<file path="src/rtl/bt_pkg.sv">
package bt_pkg;
    localparam int NCH = 8;
    localparam int CW  = 16;
    localparam int AW  = 4;
    localparam int SPUR_TICKS = 2;
    localparam int SPW = $clog2(SPUR_TICKS + 1);

    localparam logic [AW-1:0] A_CTRL = 4'd0;
    localparam logic [AW-1:0] A_OE   = 4'd1;
    localparam logic [AW-1:0] A_MEAS = 4'd2;
    localparam logic [AW-1:0] A_FEN  = 4'd3;
    localparam logic [AW-1:0] A_IEN  = 4'd4;
    localparam logic [AW-1:0] A_FLAG = 4'd5;
    localparam logic [AW-1:0] A_CNT  = 4'd6;
    localparam logic [AW-1:0] A_CMP0 = 4'd8;

    typedef struct packed {
        logic rst0;
        logic run;
    } ctrl_t;
endpackage

</file>
<file path="src/rtl/bt_counter.sv">
module bt_counter #(
    parameter int CW = 16
) (
    input  logic          clk,
    input  logic          rst,
    input  logic          tick,
    input  logic          run,
    input  logic          rst_mode,
    input  logic          hit0,
    output logic [CW-1:0] count,
    output logic          gap
);
    always_ff @(posedge clk) begin
        if (rst || !run) begin
            count <= '0;
            gap   <= 1'b0;
        end else if (tick) begin
            if (gap) begin
                count <= '0;
                gap   <= 1'b0;
            end else begin
                count <= count + 1'b1;
                gap   <= rst_mode && hit0;
            end
        end
    end
endmodule

</file>
<file path="src/rtl/bt_channel.sv">
module bt_channel #(
    parameter int CW = 16
) (
    input  logic          clk,
    input  logic          rst,
    input  logic          tick,
    input  logic          run,
    input  logic [CW-1:0] count,
    input  logic          meas,
    input  logic          fen,
    input  logic          cap_in,
    input  logic          wr_cmp,
    input  logic [CW-1:0] wdata,
    output logic [CW-1:0] cmp,
    output logic          out_lvl,
    output logic          req
);
    import bt_pkg::*;

    logic           mf, mf_q, cap_q, hit, tog, cap_edge, spur;
    logic [SPW-1:0] cd;

    assign mf       = meas & fen;
    assign hit      = run && (count == cmp);
    assign tog      = tick && hit && !meas;
    assign cap_edge = tick && mf && cap_in && !cap_q;
    assign spur     = tick && (cd == SPW'(1));
    assign req      = tog | spur | cap_edge;

    always_ff @(posedge clk) begin
        if (rst) begin
            cmp     <= '0;
            out_lvl <= 1'b0;
            mf_q    <= 1'b0;
            cap_q   <= 1'b0;
            cd      <= '0;
        end else begin
            mf_q <= mf;
            if (tick) cap_q <= cap_in;
            if (wr_cmp)        cmp <= wdata;
            else if (cap_edge) cmp <= count;
            if (tog) out_lvl <= ~out_lvl;
            if (!mf)                 cd <= '0;
            else if (!mf_q)          cd <= SPW'(SPUR_TICKS);
            else if (tick && cd != 0) cd <= cd - 1'b1;
        end
    end
endmodule

</file>
<file path="src/rtl/bt_flags.sv">
module bt_flags #(
    parameter int NCH = 8
) (
    input  logic           clk,
    input  logic           rst,
    input  logic [NCH-1:0] set,
    input  logic           clr_wr,
    input  logic [NCH-1:0] wdata,
    input  logic [NCH-1:0] ien,
    output logic [NCH-1:0] flags,
    output logic           irq
);
    logic [NCH-1:0] keep;
    assign keep = clr_wr ? wdata : '1;

    always_ff @(posedge clk) begin
        if (rst) begin
            flags <= '0;
            irq   <= 1'b0;
        end else begin
            flags <= (flags & keep) | set;
            irq   <= |(set & ~flags & ien);
        end
    end
endmodule

</file>
<file path="src/rtl/bt_compare_timer.sv">
module bt_compare_timer #(
    parameter int NCH = bt_pkg::NCH,
    parameter int CW  = bt_pkg::CW,
    parameter int AW  = bt_pkg::AW
) (
    input  logic           clk,
    input  logic           rst,
    input  logic           tick,
    input  logic           reg_wr,
    input  logic [AW-1:0]  reg_addr,
    input  logic [CW-1:0]  reg_wdata,
    output logic [CW-1:0]  reg_rdata,
    input  logic [NCH-1:0] cap_in,
    output logic [NCH-1:0] pins,
    output logic           irq
);
    import bt_pkg::*;

    ctrl_t          ctrl_q;
    logic           run_q, rst0_q, gap, hit0, force0, flag_wr;
    logic [NCH-1:0] oe_q, meas_q, fen_q, ien_q, flags, out_lvl, req, wr_cmp;
    logic [CW-1:0]  count;
    logic [CW-1:0]  cmp_arr [NCH];

    assign run_q   = ctrl_q.run;
    assign rst0_q  = ctrl_q.rst0;
    assign flag_wr = reg_wr && (reg_addr == A_FLAG);
    assign hit0    = run_q && (count == cmp_arr[0]);
    assign force0  = rst0_q && (hit0 || gap);

    always_ff @(posedge clk) begin
        if (rst) begin
            ctrl_q <= '0;
            oe_q   <= '0;
            meas_q <= '0;
            fen_q  <= '0;
            ien_q  <= '0;
        end else if (reg_wr) begin
            case (reg_addr)
                A_CTRL: begin
                    ctrl_q.run  <= reg_wdata[0];
                    ctrl_q.rst0 <= reg_wdata[1];
                end
                A_OE:   oe_q   <= reg_wdata[NCH-1:0];
                A_MEAS: meas_q <= reg_wdata[NCH-1:0];
                A_FEN:  fen_q  <= reg_wdata[NCH-1:0];
                A_IEN:  ien_q  <= reg_wdata[NCH-1:0];
                default: ;
            endcase
        end
    end

    bt_counter #(.CW(CW)) u_cnt (
        .clk(clk), .rst(rst), .tick(tick), .run(run_q),
        .rst_mode(rst0_q), .hit0(hit0), .count(count), .gap(gap)
    );

    for (genvar j = 0; j < NCH; j++) begin : g_ch
        assign wr_cmp[j] = reg_wr && (reg_addr == A_CMP0 + AW'(j));
        bt_channel #(.CW(CW)) u_ch (
            .clk(clk), .rst(rst), .tick(tick), .run(run_q), .count(count),
            .meas(meas_q[j]), .fen(fen_q[j]), .cap_in(cap_in[j]),
            .wr_cmp(wr_cmp[j]), .wdata(reg_wdata), .cmp(cmp_arr[j]),
            .out_lvl(out_lvl[j]), .req(req[j])
        );
        if (j == 0) begin : g_pin0
            assign pins[j] = oe_q[j] & (out_lvl[j] | force0);
        end else begin : g_pinn
            assign pins[j] = oe_q[j] & out_lvl[j];
        end
    end

    bt_flags #(.NCH(NCH)) u_flg (
        .clk(clk), .rst(rst), .set(req), .clr_wr(flag_wr),
        .wdata(reg_wdata[NCH-1:0]), .ien(ien_q), .flags(flags), .irq(irq)
    );

    always_comb begin
        reg_rdata = '0;
        case (reg_addr)
            A_CTRL: reg_rdata = CW'({rst0_q, run_q});
            A_OE:   reg_rdata = CW'(oe_q);
            A_MEAS: reg_rdata = CW'(meas_q);
            A_FEN:  reg_rdata = CW'(fen_q);
            A_IEN:  reg_rdata = CW'(ien_q);
            A_FLAG: reg_rdata = CW'(flags);
            A_CNT:  reg_rdata = count;
            default: ;
        endcase
        for (int j = 0; j < NCH; j++) begin
            if (reg_addr == A_CMP0 + AW'(j)) reg_rdata = cmp_arr[j];
        end
    end
endmodule

</file>
<file path="config.mk">
export PLATFORM = sky130hd
export DESIGN_NAME = bt_compare_timer
export DESIGN_NICKNAME = d
export VERILOG_FILES = /design/src/rtl/bt_pkg.sv /design/src/rtl/bt_counter.sv /design/src/rtl/bt_channel.sv /design/src/rtl/bt_flags.sv /design/src/rtl/bt_compare_timer.sv
export SDC_FILE = /design/constraint.sdc
export NUM_CORES = 1
export LEC_CHECK = 0
export BUFFER_PORTS_ARGS = -buffer_cell sky130_fd_sc_hd__buf_4
export CORE_MARGIN = 3
export CORE_UTILIZATION = 50
export CTS_BUF_LIST = sky130_fd_sc_hd__clkbuf_4 sky130_fd_sc_hd__clkbuf_8
export CTS_CLUSTER_DIAMETER = 200
export DETAILED_ROUTE_END_ITERATION = 6
export GPL_ROUTABILITY_DRIVEN = 1
export PLACE_DENSITY = 0.67
export RECOVER_POWER = 50
export SYNTH_ARGS = -nofsm -noshare
export SYNTH_HDL_FRONTEND = slang
export SYNTH_HIERARCHICAL = 1
export SYNTH_SLANG_ARGS = --single-unit
</file>
<file path="constraint.sdc">
create_clock -name clk -period 6 [get_ports clk]
set_input_delay 0.6 -clock clk [delete_from_list [all_inputs] [get_ports clk]]
set_output_delay 0.6 -clock clk [all_outputs]
set_load 0.05 [all_outputs]
</file>
* After elaboration in Yosys (flattened, before gate mapping)
Index checks and enable logic that the tools add are counted.
** Word-level totals
- Flip-flop bits (word level) :: 228
- Bits in latches :: 0
- Memory bits (writable) :: 0
- Bits in read-only memories :: 0
- Output and inout port bits :: 25
- Memories kept :: 0
** Cells by class
- Add/sub/neg operators :: 9
- Multiply operators :: 0
- Divide/modulo/power cells :: 0
- Order comparisons :: 0
- Equality and inequality tests :: 38
- Shift operators :: 0
- Mux-type cells :: 44
- Bitwise gates (word level) :: 62
- Reduce and logical (&&, ||, !) cells :: 133
** Operator list (number)
- two-way mux 16 bit :: 25
- == test 16 bit :: 8
- one-hot mux 16 bit (7 select lines) :: 1
- logical AND 1 bit :: 75
- == test 4 bit (second input constant) :: 8
- two-way mux 2 bit :: 16
- nonzero test 2 bit :: 16
- AND 8 bit :: 3
- inverter 1 bit :: 24
- OR reduction 3 bit :: 8
- zero test 1 bit :: 17
- bitwise OR 1 bit :: 17
- adder 16 x 1 -> 16 bit (second input constant) :: 1
- AND 1 bit :: 16
- == test 2 x 1 -> 1 bit (second input constant) :: 8
- inequality test 2 bit (second input constant) :: 8
- OR reduction 2 bit :: 8
- subtractor 2 x 1 -> 2 bit (second input constant) :: 8
- == test 4 x 3 -> 1 bit (second input constant) :: 3
- AND reduction 2 bit :: 5
- == test 4 x 2 -> 1 bit (second input constant) :: 2
- two-way mux 8 bit :: 1
- inverter 8 bit :: 1
- bitwise OR 8 bit :: 1
- other kinds (5) :: 6

* Logic depth before layout (Yosys ltp)
Gate-level depths: netlist of run 1.
- Depth in word-level cells :: 10
- Depth in mapped cells :: 9

* By module
Netlist of run 1, hierarchy kept.
** Modules (own cells, without submodules)
- bt_channel :: times used 8, cells each 121, area an instance 1223.7 µm²
- bt_compare_timer :: times used 1, cells each 495, area an instance 3708.6 µm²
- bt_counter :: times used 1, cells each 82, area an instance 748.2 µm²
- bt_flags :: times used 1, cells each 48, area an instance 376.6 µm²

* Worst setup path before layout of run 1
OpenSTA, ideal clock, no wires.
- Path type :: reg2out
- From :: register u_cnt.count[3]
- To :: output port pins[0]
- Arrival :: 2718 ps
- Required time :: 5400 ps
- Path slack :: 2682 ps
- Cell stages (with the launch flop) :: 5
- Path buffers :: 0
- Cell sequence :: dfxtp_1 > xor2_1 > nand4b_1 > or3b_2 > o21ai_0
** Between the ends
- Cells in the longest elaborated chain, start to end :: 6
** Ends and longest elaborated chain
- from (decl) :: line bt_counter.sv:10 : output logic [CW-1:0] count,
- from (signal assigned) :: line bt_counter.sv:22 : count <= count + 1'b1;
- == test 16 bit :: line bt_compare_timer.sv:28 : assign hit0 = run_q && (count == cmp_arr[0]);
- logical AND 1 bit :: line bt_compare_timer.sv:28
- logical OR 1 bit :: line bt_compare_timer.sv:29 : assign force0 = rst0_q && (hit0 || gap);
- logical AND 1 bit :: line bt_compare_timer.sv:29
- bitwise OR 1 bit :: line bt_compare_timer.sv:67 : assign pins[j] = oe_q[j] & (out_lvl[j] | force0);
- AND 1 bit :: line bt_compare_timer.sv:67
- to (decl) :: line bt_compare_timer.sv:14 : output logic [NCH-1:0] pins,
Every way passes these cells.

* Worst setup path in the final report of run 1
- From :: input port rst
- To :: register g_ch[0].u_ch.cd[0]
** Between the ends
- Cells in the longest elaborated chain, start to end :: 1
** Ends and longest elaborated chain
- from (decl) :: line bt_compare_timer.sv:7 : input logic rst,
- OR reduction 3 bit (no source line)
- to (signal assigned) :: line bt_channel.sv:44 : else if (!mf_q) cd <= SPW'(SPUR_TICKS);
- to (signal assigned) :: line bt_channel.sv:45 : else if (tick && cd != 0) cd <= cd - 1'b1;
- to (decl) :: line bt_channel.sv:21 : logic [SPW-1:0] cd;
Every way passes these cells.
A chain may end at the register's enable or synchronous reset.

==> impl_metrics.yaml, run 1 <==
detailed_routing:
  wirelength_mm: 52.0
  drtIter0Drc: 1370
  ant_nets: 0
  via_per_inst: 6.20
  wl_per_cell_um: 25.4
  dr.pass1.iters: 6
  vias: 12700
  drc: 0
worst_setup_path:
  reg2reg_slack_ns: 3.03
  crit_required_ns: 6.45
  worst-setup-path-type: "input pin to register"
  r2r_cells: 6
  path_common_cell: "clkbuf_1"
  r2r-end: "g_ch[3].u_ch/cmp[4]"
  cp_slowest_cell: "clkbuf_1"
  path_cells: "clkbuf_1, clkbuf_1, nor2_1, and3_1"
  slowest_delay_ns: 2.55
  critPathBufInv: 2
  crit_path_end_kind: "register"
  reg2reg_from: "meas_q[3]"
  startpoint_type: "input pin"
  arrival_ns: 5.07
  crit_family: "buffers and inverters"
  critPathMaxFanout: 76
final_layout:
  fin_util: 0.568
  diodes: 0
  nNetsFinal: 1691
  drive_gt1_frac: 0.200
  syn_to_final_growth_pct: 9.96
sta:
  fmax_ghz: 0.217
  maxSlewViolCount: 205
  hold_violations: 0
  rsz0062_at_grt: "false"
  skew_ns: 0.0255
  worst_pin_slew_ns: 3.70
  whs_ns: 0.329
  finalSetupTns_ns: 0
  timing.final.crit_period_ns: 4.62
  max_slew_margin: -1.46
  finalCritPeriodShare: 0.769
  setup_viol: 0
power:
  swShare: 0.267
  peakVddDrop_mv: 0.178
  leakage_uw: 0.00582
  seq_power_share: 0.441
  switching_power_uw: 943
  combPwrFrac: 0.098
  p_int_uw: 2580
  clkPwrFrac: 0.461
  powerDensity_nw_per_um2: 219
clocking:
  cts_tree: "done"
  htree_levels: 2
  cts_setup_buffers: 0
  holdBufCountCts: 0
  cts_sinks: 228
  clk_latency_ns: 0.57
  cts_buffers: 43
  cts_root_buf: "clkbuf_8"
  path_clk_slew_ns: 0.06
  clk_path_buf_depth: 3
  cts_resized: 0
floorplan:
  io_pins: 57
  row_count: 61
  start_util: 0.516
  die_area_um2: 31300
  core_area_um2: 28300
  fp.dieW_um: 177
  die_height_um: 177
job:
  drv_cap: 6
synthesis:
  yosysSeqAreaShare: 0.312
  postSynthCellCount: 1593
  synthFlopType: "dfxtp_1"
  avgSynthCellArea_um2: 9.18
  synthTopCellsByCount: "228 x dfxtp_1, 204 x nor2_1, 174 x mux2i_1"
  synth_area_leader_cell: "dfxtp_1"
  yosys_warnings: 6
  ys_ff_latch: 228
  synth_edf_count: 0
  synth.distinct_cells: 79
  synth_fp_nets: 1642
  synth_area_leaders: "dfxtp_1 31%, mux2i_1 12%, xnor2_1 8.5%"
  synth_top_cell_area_share: 0.312
  netlist_area_um2: 14600
  yosysMostFrequentCell: "dfxtp_1"
  async_reset_ff_frac: 0
global_route:
  grt.total_usage: 0.326
  grt_pass1_vias: 12100
  grt_pass1_wl_mm: 77.2
  overflow: 0
  grt_max_degree: 77
  antenna_found_initial: 1
place:
  gp_congestion: 1.03
  detailed_place_hpwl_mm: 35.4
  port_buffers: 56
status:
  failed_checks: "max-capacitance violations, max-slew violations"
  status: "finished with violations"
hold_path:
  min_to: "g_ch[7].u_ch/cap_q"
  hold-path-cell-count: 3
  hold_class: "input pin to register"
  hp-start: "cap_in[7]"
worst max-delay path by stage:
stage | depth (start not counted) | startpoint | slack [ns] | endpoint
4_1_cts | 6 | reg_addr[1] | 2.31 | reg_rdata[0]
6_report | 4 | rst | 1.38 | g_ch[0].u_ch/cd[0]
3_3_place_gp | 6 | reg_addr[1] | 2.39 | reg_rdata[0]
2_1_floorplan | 4 | u_cnt/count[3] | 2.68 | pins[0]
3_5_place_dp | 6 | reg_addr[1] | 2.32 | reg_rdata[0]
5_1_grt | 4 | rst | 1.13 | g_ch[0].u_ch/cd[0]
registers in the layout, summed over array words and instances, names as in the netlist, 8 cells and up:
| register | cells |
|---|---|
| fen_q | 8 |
| ien_q | 8 |
| g_ch.u_ch/cap_q | 8 |
| u_flg/flags | 8 |
| oe_q | 8 |
| u_cnt/count | 16 |
| g_ch.u_ch/cmp | 128 |
| meas_q | 8 |
| g_ch.u_ch/mf_q | 8 |
| g_ch.u_ch/cd | 16 |
| g_ch.u_ch/out_lvl | 8 |
cell type report:
| cell class | count | area (um^2) |
|---|---|---|
| repair buffers | 93 | 646 |
| fillers | 2587 | 12200 |
| clock buffers | 66 | 808 |
| well taps | 378 | 473 |
| flip-flops and latches | 228 | 4560 |
| inverters | 42 | 158 |
| multi-input cells | 1234 | 9340 |
| clock inverters | 7 | 93.8 |
per-stage QoR:
step                total power [uW]  instances  cell area, um^2  setup slack, ns
floorplan                       1790       1593            14600             2.68
global route                    3640       2048            16100             1.13
global placement                1920       1975            15200             2.39
finish                          3530       2048            16100             1.38
detailed placement              1920       1975            15200             2.32
CTS                             3540       2048            16100             2.31
per-layer routing:
metal | global-route usage | wire length (um)
met4 | 0.137 | 2580
met2 | 0.499 | 22600
met3 | 0.0704 | 4660
met1 | 0.443 | 22200
met5 | 0 | 8
worst min-delay path, stage by stage:
cell     delay, ns
buf_4         0.08
nand2_2       0.06
a21oi_1       0.11
cell families (layout without fill, tap and decap cells):
kind of cell	Yosys count	in the layout	share of synthesized area
DFF	228	228	0.312
muxes	314	314	0.248
buffers and inverters	131	208	0.0507
AOI/OAI and AO/OA	222	222	0.100
xor gates and xnor gates	164	164	0.0982
adders and majority gates	17	17	0.0145
and+or+nand+nor	517	517	0.176
power by group through the flow:
stage | sequential, uW | combinational (uW) | clock [uW]
after global routing | 1560 | 360 | 1720
after detailed placement | 1590 | 336 | 0
final | 1560 | 344 | 1630
after CTS | 1550 | 337 | 1650
after floorplan | 1580 | 216 | 0
after global placement | 1590 | 333 | 0
placed cells by master, fill, tap and decap left out, types with 27 or more instances in the layout:
master / synthesis / layout
dfxtp_1: 228 / 228
nor2_1: 204 / 198
mux2i_1: 174 / 174
xnor2_1: 142 / 142
nand2_1: 92 / 95
a21oi_1: 79 / 79
buf_4: 12 / 79
mux2_4: 72 / 71
mux2_2: 64 / 64
clkbuf_8: 0 / 50
nand3_1: 46 / 46
inv_1: 40 / 40
nand4_1: 37 / 37
o21ai_0: 27 / 27
No activity file was read; power rests on OpenSTA's default activity.
==> inputs of run 2 (changes only) <==
ABC_AREA = 1   (was not set)
PLACE_DENSITY = 0.69   (was 0.67)
clock period = 3.8 ns   (was 6 ns; I/O delays follow)
==> run 2 against run 1 <==
  * The flow still finishes with violations (max-capacitance violations, max-slew violations)
  * Sequential cell count stayed put
  * Via count up 34%
  * First-iteration DRC count rose by 40%
  * Critical path depth increased by 4
  * Register-to-register slack got worse by 1.9 ns
  * Total power rose by 59%
  * Critical endpoint is now g_ch[3].u_ch/cmp[5]
  * Largest power group unchanged
==> impl_metrics.yaml, run 2 <==
power:
  powerDensity_nw_per_um2: 323
  switching_power_uw: 1510
  peakVddDrop_mv: 0.263
  clkPwrFrac: 0.483
  leakage_uw: 0.00660
  p_int_uw: 4090
  combPwrFrac: 0.077
  swShare: 0.270
  seq_power_share: 0.440
clocking:
  holdBufCountCts: 0
  cts_sinks: 228
  htree_levels: 2
  cts_buffers: 42
  cts_resized: 0
  cts_setup_buffers: 0
  cts_tree: "done"
  path_clk_slew_ns: 0.07
  clk_path_buf_depth: 3
  cts_root_buf: "clkbuf_8"
  clk_latency_ns: 0.58
global_route:
  grt_pass1_wl_mm: 88.7
  grt_pass1_vias: 15400
  overflow: 0
  grt_max_degree: 93
  grt.total_usage: 0.341
  antenna_found_initial: 0
detailed_routing:
  wirelength_mm: 59.1
  drtIter0Drc: 1921
  drc: 0
  wl_per_cell_um: 19.6
  ant_nets: 0
  via_per_inst: 5.63
  vias: 17000
  dr.pass1.iters: 7
synthesis:
  netlist_area_um2: 15800
  synth_top_cell_area_share: 0.289
  yosys_warnings: 6
  synth_edf_count: 0
  synthFlopType: "dfxtp_1"
  synthTopCellsByCount: "720 x nand2_1, 343 x inv_1, 329 x a21oi_1"
  synth_area_leaders: "dfxtp_1 29%, nand2_1 17%, a21oi_1 10%"
  postSynthCellCount: 2533
  yosysSeqAreaShare: 0.289
  synth_area_leader_cell: "dfxtp_1"
  synth.distinct_cells: 40
  avgSynthCellArea_um2: 6.23
  yosysMostFrequentCell: "nand2_1"
  synth_fp_nets: 2582
  ys_ff_latch: 228
  async_reset_ff_frac: 0
final_layout:
  design_area_um2: 17300
  final_common_cell: "nand2_1"
  syn_to_final_growth_pct: 9.84
  fin_util: 0.562
  regMostFlops: "g_ch.u_ch/cmp"
  drive_gt1_frac: 0.125
  largest_register_ffs: 128
  nNetsFinal: 2632
  top_regs: "g_ch.u_ch/cmp (128), g_ch.u_ch/cd (16), u_cnt/count (16)"
  mostFrequentLayoutCells: "720 x nand2_1, 343 x inv_1, 330 x a21oi_1"
  final_cell_count_no_fill: 3012
place:
  port_buffers: 56
  detailed_place_hpwl_mm: 40.5
  gp_congestion: 1.02
  placed_cells: 2935
  placed_area_um2: 16500
worst_setup_path:
  arrival_ns: 3.59
  critPathMaxFanout: 37
  crit_required_ns: 4.14
  r2r_cells: 13
  crit_path_end_kind: "register"
  worst-setup-path-type: "input pin to register"
  startpoint_type: "input pin"
sta:
  whs_ns: 0.0950
  finalCritPeriodShare: 0.855
  timing.final.crit_period_ns: 3.25
  maxSlewViolCount: 195
  max_slew_margin: -0.560
  rsz0062_at_grt: "false"
  skew_ns: 0.0265
  worst_pin_slew_ns: 2.34
  fmax_ghz: 0.308
  setup_viol: 0
  finalSetupTns_ns: 0
  hold_violations: 0
floorplan:
  die_area_um2: 33700
  start_util: 0.512
  row_count: 64
  fp.dieW_um: 184
  die_height_um: 184
  core_area_um2: 30800
  io_pins: 57
hold_path:
  hold_class: "input pin to register"
  hold-path-cell-count: 3
status:
  status: "finished with violations"
  failed_checks: "max-capacitance violations, max-slew violations"
job:
  drv_cap: 4
run 2: cell types whose count changed after synthesis, moves of 80 or more:
| cell | before | now |
|---|---|---|
| inv_1 | 40 | 343 |
| xnor2_1 | 142 | 46 |
| nand2_1 | 92 | 720 |
| mux2i_1 | 174 | 0 |
| a21oi_1 | 79 | 329 |
| nand3_1 | 46 | 155 |
| nor3_2 | 0 | 80 |
run 2: final timing paths:
| check | startpoint | endpoint | slack [ns] |
|---|---|---|---|
| worst max-delay path | reg_wr | g_ch[3].u_ch/cmp[5] | 0.55 |
| worst min-delay path | cap_in[1] | g_ch[1].u_ch/cap_q | 0.09 |
| worst max register to register | u_cnt/count[1] | u_flg/irq | 1.11 |
| worst min register to register | g_ch[4].u_ch/mf_q | g_ch[4].u_ch/cd[0] | 0.44 |
run 2: critical path, stage by stage:
cell and delay, ns:
buf_4 0.35, clkinv_1 0.17, clkbuf_2 0.30, nor2_1 0.16, clkbuf_1 1.20, nor2_1 0.70, nand2_1 0.21, a21oi_1 0.08
run 2: per-stage QoR:
step                power [uW]  worst slack, ns
CTS                       5620            0.661
global placement          2930             1.15
detailed placement        2940             1.11
finish                    5590            0.553
global route              5770            0.326
floorplan                 2750             1.37
run 2: area by class of cell:
| cell class | count | area (um^2) |
|---|---|---|
| multi-input combinational | 1858 | 9310 |
| fill | 3058 | 13500 |
| timing repair buffer | 97 | 677 |
| tap | 396 | 495 |
| clock inverter | 10 | 105 |
| antenna | 1 | 2.50 |
| clock buffer | 66 | 846 |
| inverter | 356 | 1340 |
| sequential | 228 | 4560 |
run 2: power groups by stage:
stage	Combinational, uW	Sequential, uW	Clock (uW)
after global routing	459	2460	2840
after global placement	417	2510	0
after CTS	424	2460	2730
after detailed placement	423	2510	0
after floorplan	253	2500	0
final	431	2460	2700
run 2: per-layer routing:
layer / up-vias / GRT usage / wire length, um
met1: 7783 / 0.460 / 24600
met4: 0 / 0.153 / 2890
li1: 8152 / - / -
met5: - / 0 / 0
met3: 172 / 0.0514 / 5750
met2: 848 / 0.542 / 25800
run 2: cells by family (layout without fill, tap and decap cells):
group / Yosys count / count (layout) / share of synthesized area
other: 0 / 1 / 0
adder cells (fa/ha/maj): 17 / 17 / 0.0135
AO/OA/AOI/OAI: 409 / 409 / 0.135
XOR/XNOR: 47 / 47 / 0.0261
buffers and inverters: 447 / 529 / 0.121
AND/OR/NAND/NOR: 1385 / 1385 / 0.415
flip-flops: 228 / 228 / 0.289
==> inputs of run 3 (changes only) <==
CORE_ASPECT_RATIO = 0.5   (was not set)
==> run 3 against run 2 <==
  * The run ends with design-rule violations, max-capacitance violations, max-slew violations left
  * Clock skew fell by 0.0058 ns
  * Total power fell by 7.8%
  * Sequential power barely moved
  * Global-route usage fell by 0.12 points
  * First-iteration DRC count rose by 15%
  * Critical endpoint is now reg_rdata[10]
  * Largest power group is now registers
==> impl_metrics.yaml, run 3 (synthesized netlist as in run 2, its figures left out) <==
status:
  status: "finished with violations"
  failed_checks: "design-rule violations, max-capacitance violations, max-slew violations"
floorplan:
  fp.dieW_um: 257
  die_area_um2: 33900
  core_area_um2: 30700
  io_pins: 57
  row_count: 45
  start_util: 0.514
  die_height_um: 132
power:
  swShare: 0.281
  switching_power_uw: 1450
  peakVddDrop_mv: 0.188
  leakage_uw: 0.00649
  seq_power_share: 0.477
  powerDensity_nw_per_um2: 301
  p_int_uw: 3710
  clkPwrFrac: 0.438
  combPwrFrac: 0.086
sta:
  fmax_ghz: 0.298
  maxSlewViolCount: 259
  skew_ns: 0.0208
  finalCritPeriodShare: 0.884
  finalSetupTns_ns: 0
  hold_violations: 0
  worst_pin_slew_ns: 2.20
  max_slew_margin: -0.469
  timing.final.crit_period_ns: 3.36
  rsz0062_at_grt: "false"
  setup_viol: 0
  whs_ns: 0.110
worst_setup_path:
  slowest_delay_ns: 0.73
  cp_slowest_cell: "nor2_1"
  reg2reg_from: "run_q"
  crit_required_ns: 3.42
  path_cells: "clkbuf_1, nand2_1, nor2_1, inv_2, o21ai_0, nand4_1, a21oi_1, nand3_1, buf_4"
  crit_family: "simple AND/OR/NAND/NOR gates"
  arrival_ns: 2.98
  crit_start: "reg_addr[0]"
  crit_path_end_kind: "output port"
  startpoint_type: "input pin"
  critPathMaxFanout: 16
  critPathBufInv: 3
  worst-setup-path-type: "input pin to output port"
clocking:
  clk_latency_ns: 0.57
  cts_tree: "done"
  holdBufCountCts: 0
  clk_path_buf_depth: 3
  htree_levels: 2
  cts_sinks: 228
  cts_buffers: 37
  cts_setup_buffers: 0
  cts_root_buf: "clkbuf_8"
  cts_resized: 0
  path_clk_slew_ns: 0.06
detailed_routing:
  wirelength_mm: 58.7
  drc: 9
  ant_nets: 0
  drtIter0Drc: 2206
  vias: 16900
  via_per_inst: 5.58
  dr.pass1.iters: 7
  wl_per_cell_um: 19.4
final_layout:
  syn_to_final_growth_pct: 8.72
  final_cell_count_no_fill: 3026
  top_regs: "g_ch.u_ch/cmp (128), g_ch.u_ch/cd (16), u_cnt/count (16)"
  mostFrequentLayoutCells: "721 x nand2_1, 343 x inv_1, 330 x a21oi_1"
  fill_cells: 3095
  diodes: 0
  drive_gt1_frac: 0.120
  regMostFlops: "g_ch.u_ch/cmp"
  nNetsFinal: 2628
  largest_register_ffs: 128
  final_common_cell: "nand2_1"
global_route:
  overflow: 0
  grt_pass1_wl_mm: 89.0
  grt_max_degree: 91
  antenna_found_initial: 2
  grt_pass1_vias: 15200
  grt.total_usage: 0.340
hold_path:
  hp-start: "cap_in[7]"
  hold_class: "input pin to register"
place:
  detailed_place_hpwl_mm: 40.6
  port_buffers: 56
  gp_congestion: 0.997
  placed_cells: 2963
job:
  drv_cap: 6
[run 3: routing by layer]
layer / up-vias / share of wire / GRT usage
li1: 8136 / - / -
met1: 7591 / 0.43 / 0.472
met2: 990 / 0.39 / 0.476
met3: 165 / 0.14 / 0.118
met4: 2 / 0.043 / 0.136
met5: - / 0.00022 / 0
[run 3: worst paths after layout]
check,end,slack [ns],cells after the start
worst max-delay path,reg_rdata[10],0.44,9
worst max register to register,u_flg/irq,0.91,10
worst min register to register,g_ch[7].u_ch/cd[0],0.43,2
worst min-delay path,g_ch[7].u_ch/cap_q,0.11,3
[run 3: worst reg2reg max path: cells and delay by family, from the launching register on]
kind | cells | cell delay, ns
compound gates | 2 | 0.81
flops | 1 | 1.03
simple gates | 8 | 0.95
[run 3: metrics by stage]
step,setup WS (ns),power [uW],utilization,instance area (um^2)
floorplan,1.37,2750,-,15800
global placement,1.05,2940,0.538,16500
detailed placement,1.04,2940,0.538,16500
CTS,0.700,5160,0.562,17200
global route,0.229,5330,0.559,17200
finish,0.441,5160,0.559,17200
[run 3: power groups by stage]
stage               Clock (uW)  Sequential [uW]  Combinational (uW)
finish                    2260             2460                 441
global route              2400             2460                 471
CTS                       2280             2460                 430
detailed placement           0             2510                 428
global placement             0             2510                 426
floorplan                    0             2500                 253
[run 3: area by class of cell]
class,count,area (um^2),share of cell area
tap,423,529,0.0308
sequential,228,4560,0.266
inverter,356,1340,0.0779
timing repair buffer,98,698,0.0407
clock inverter,5,27.5,0.00160
clock buffer,58,704,0.0410
multi-input combinational,1858,9300,0.542
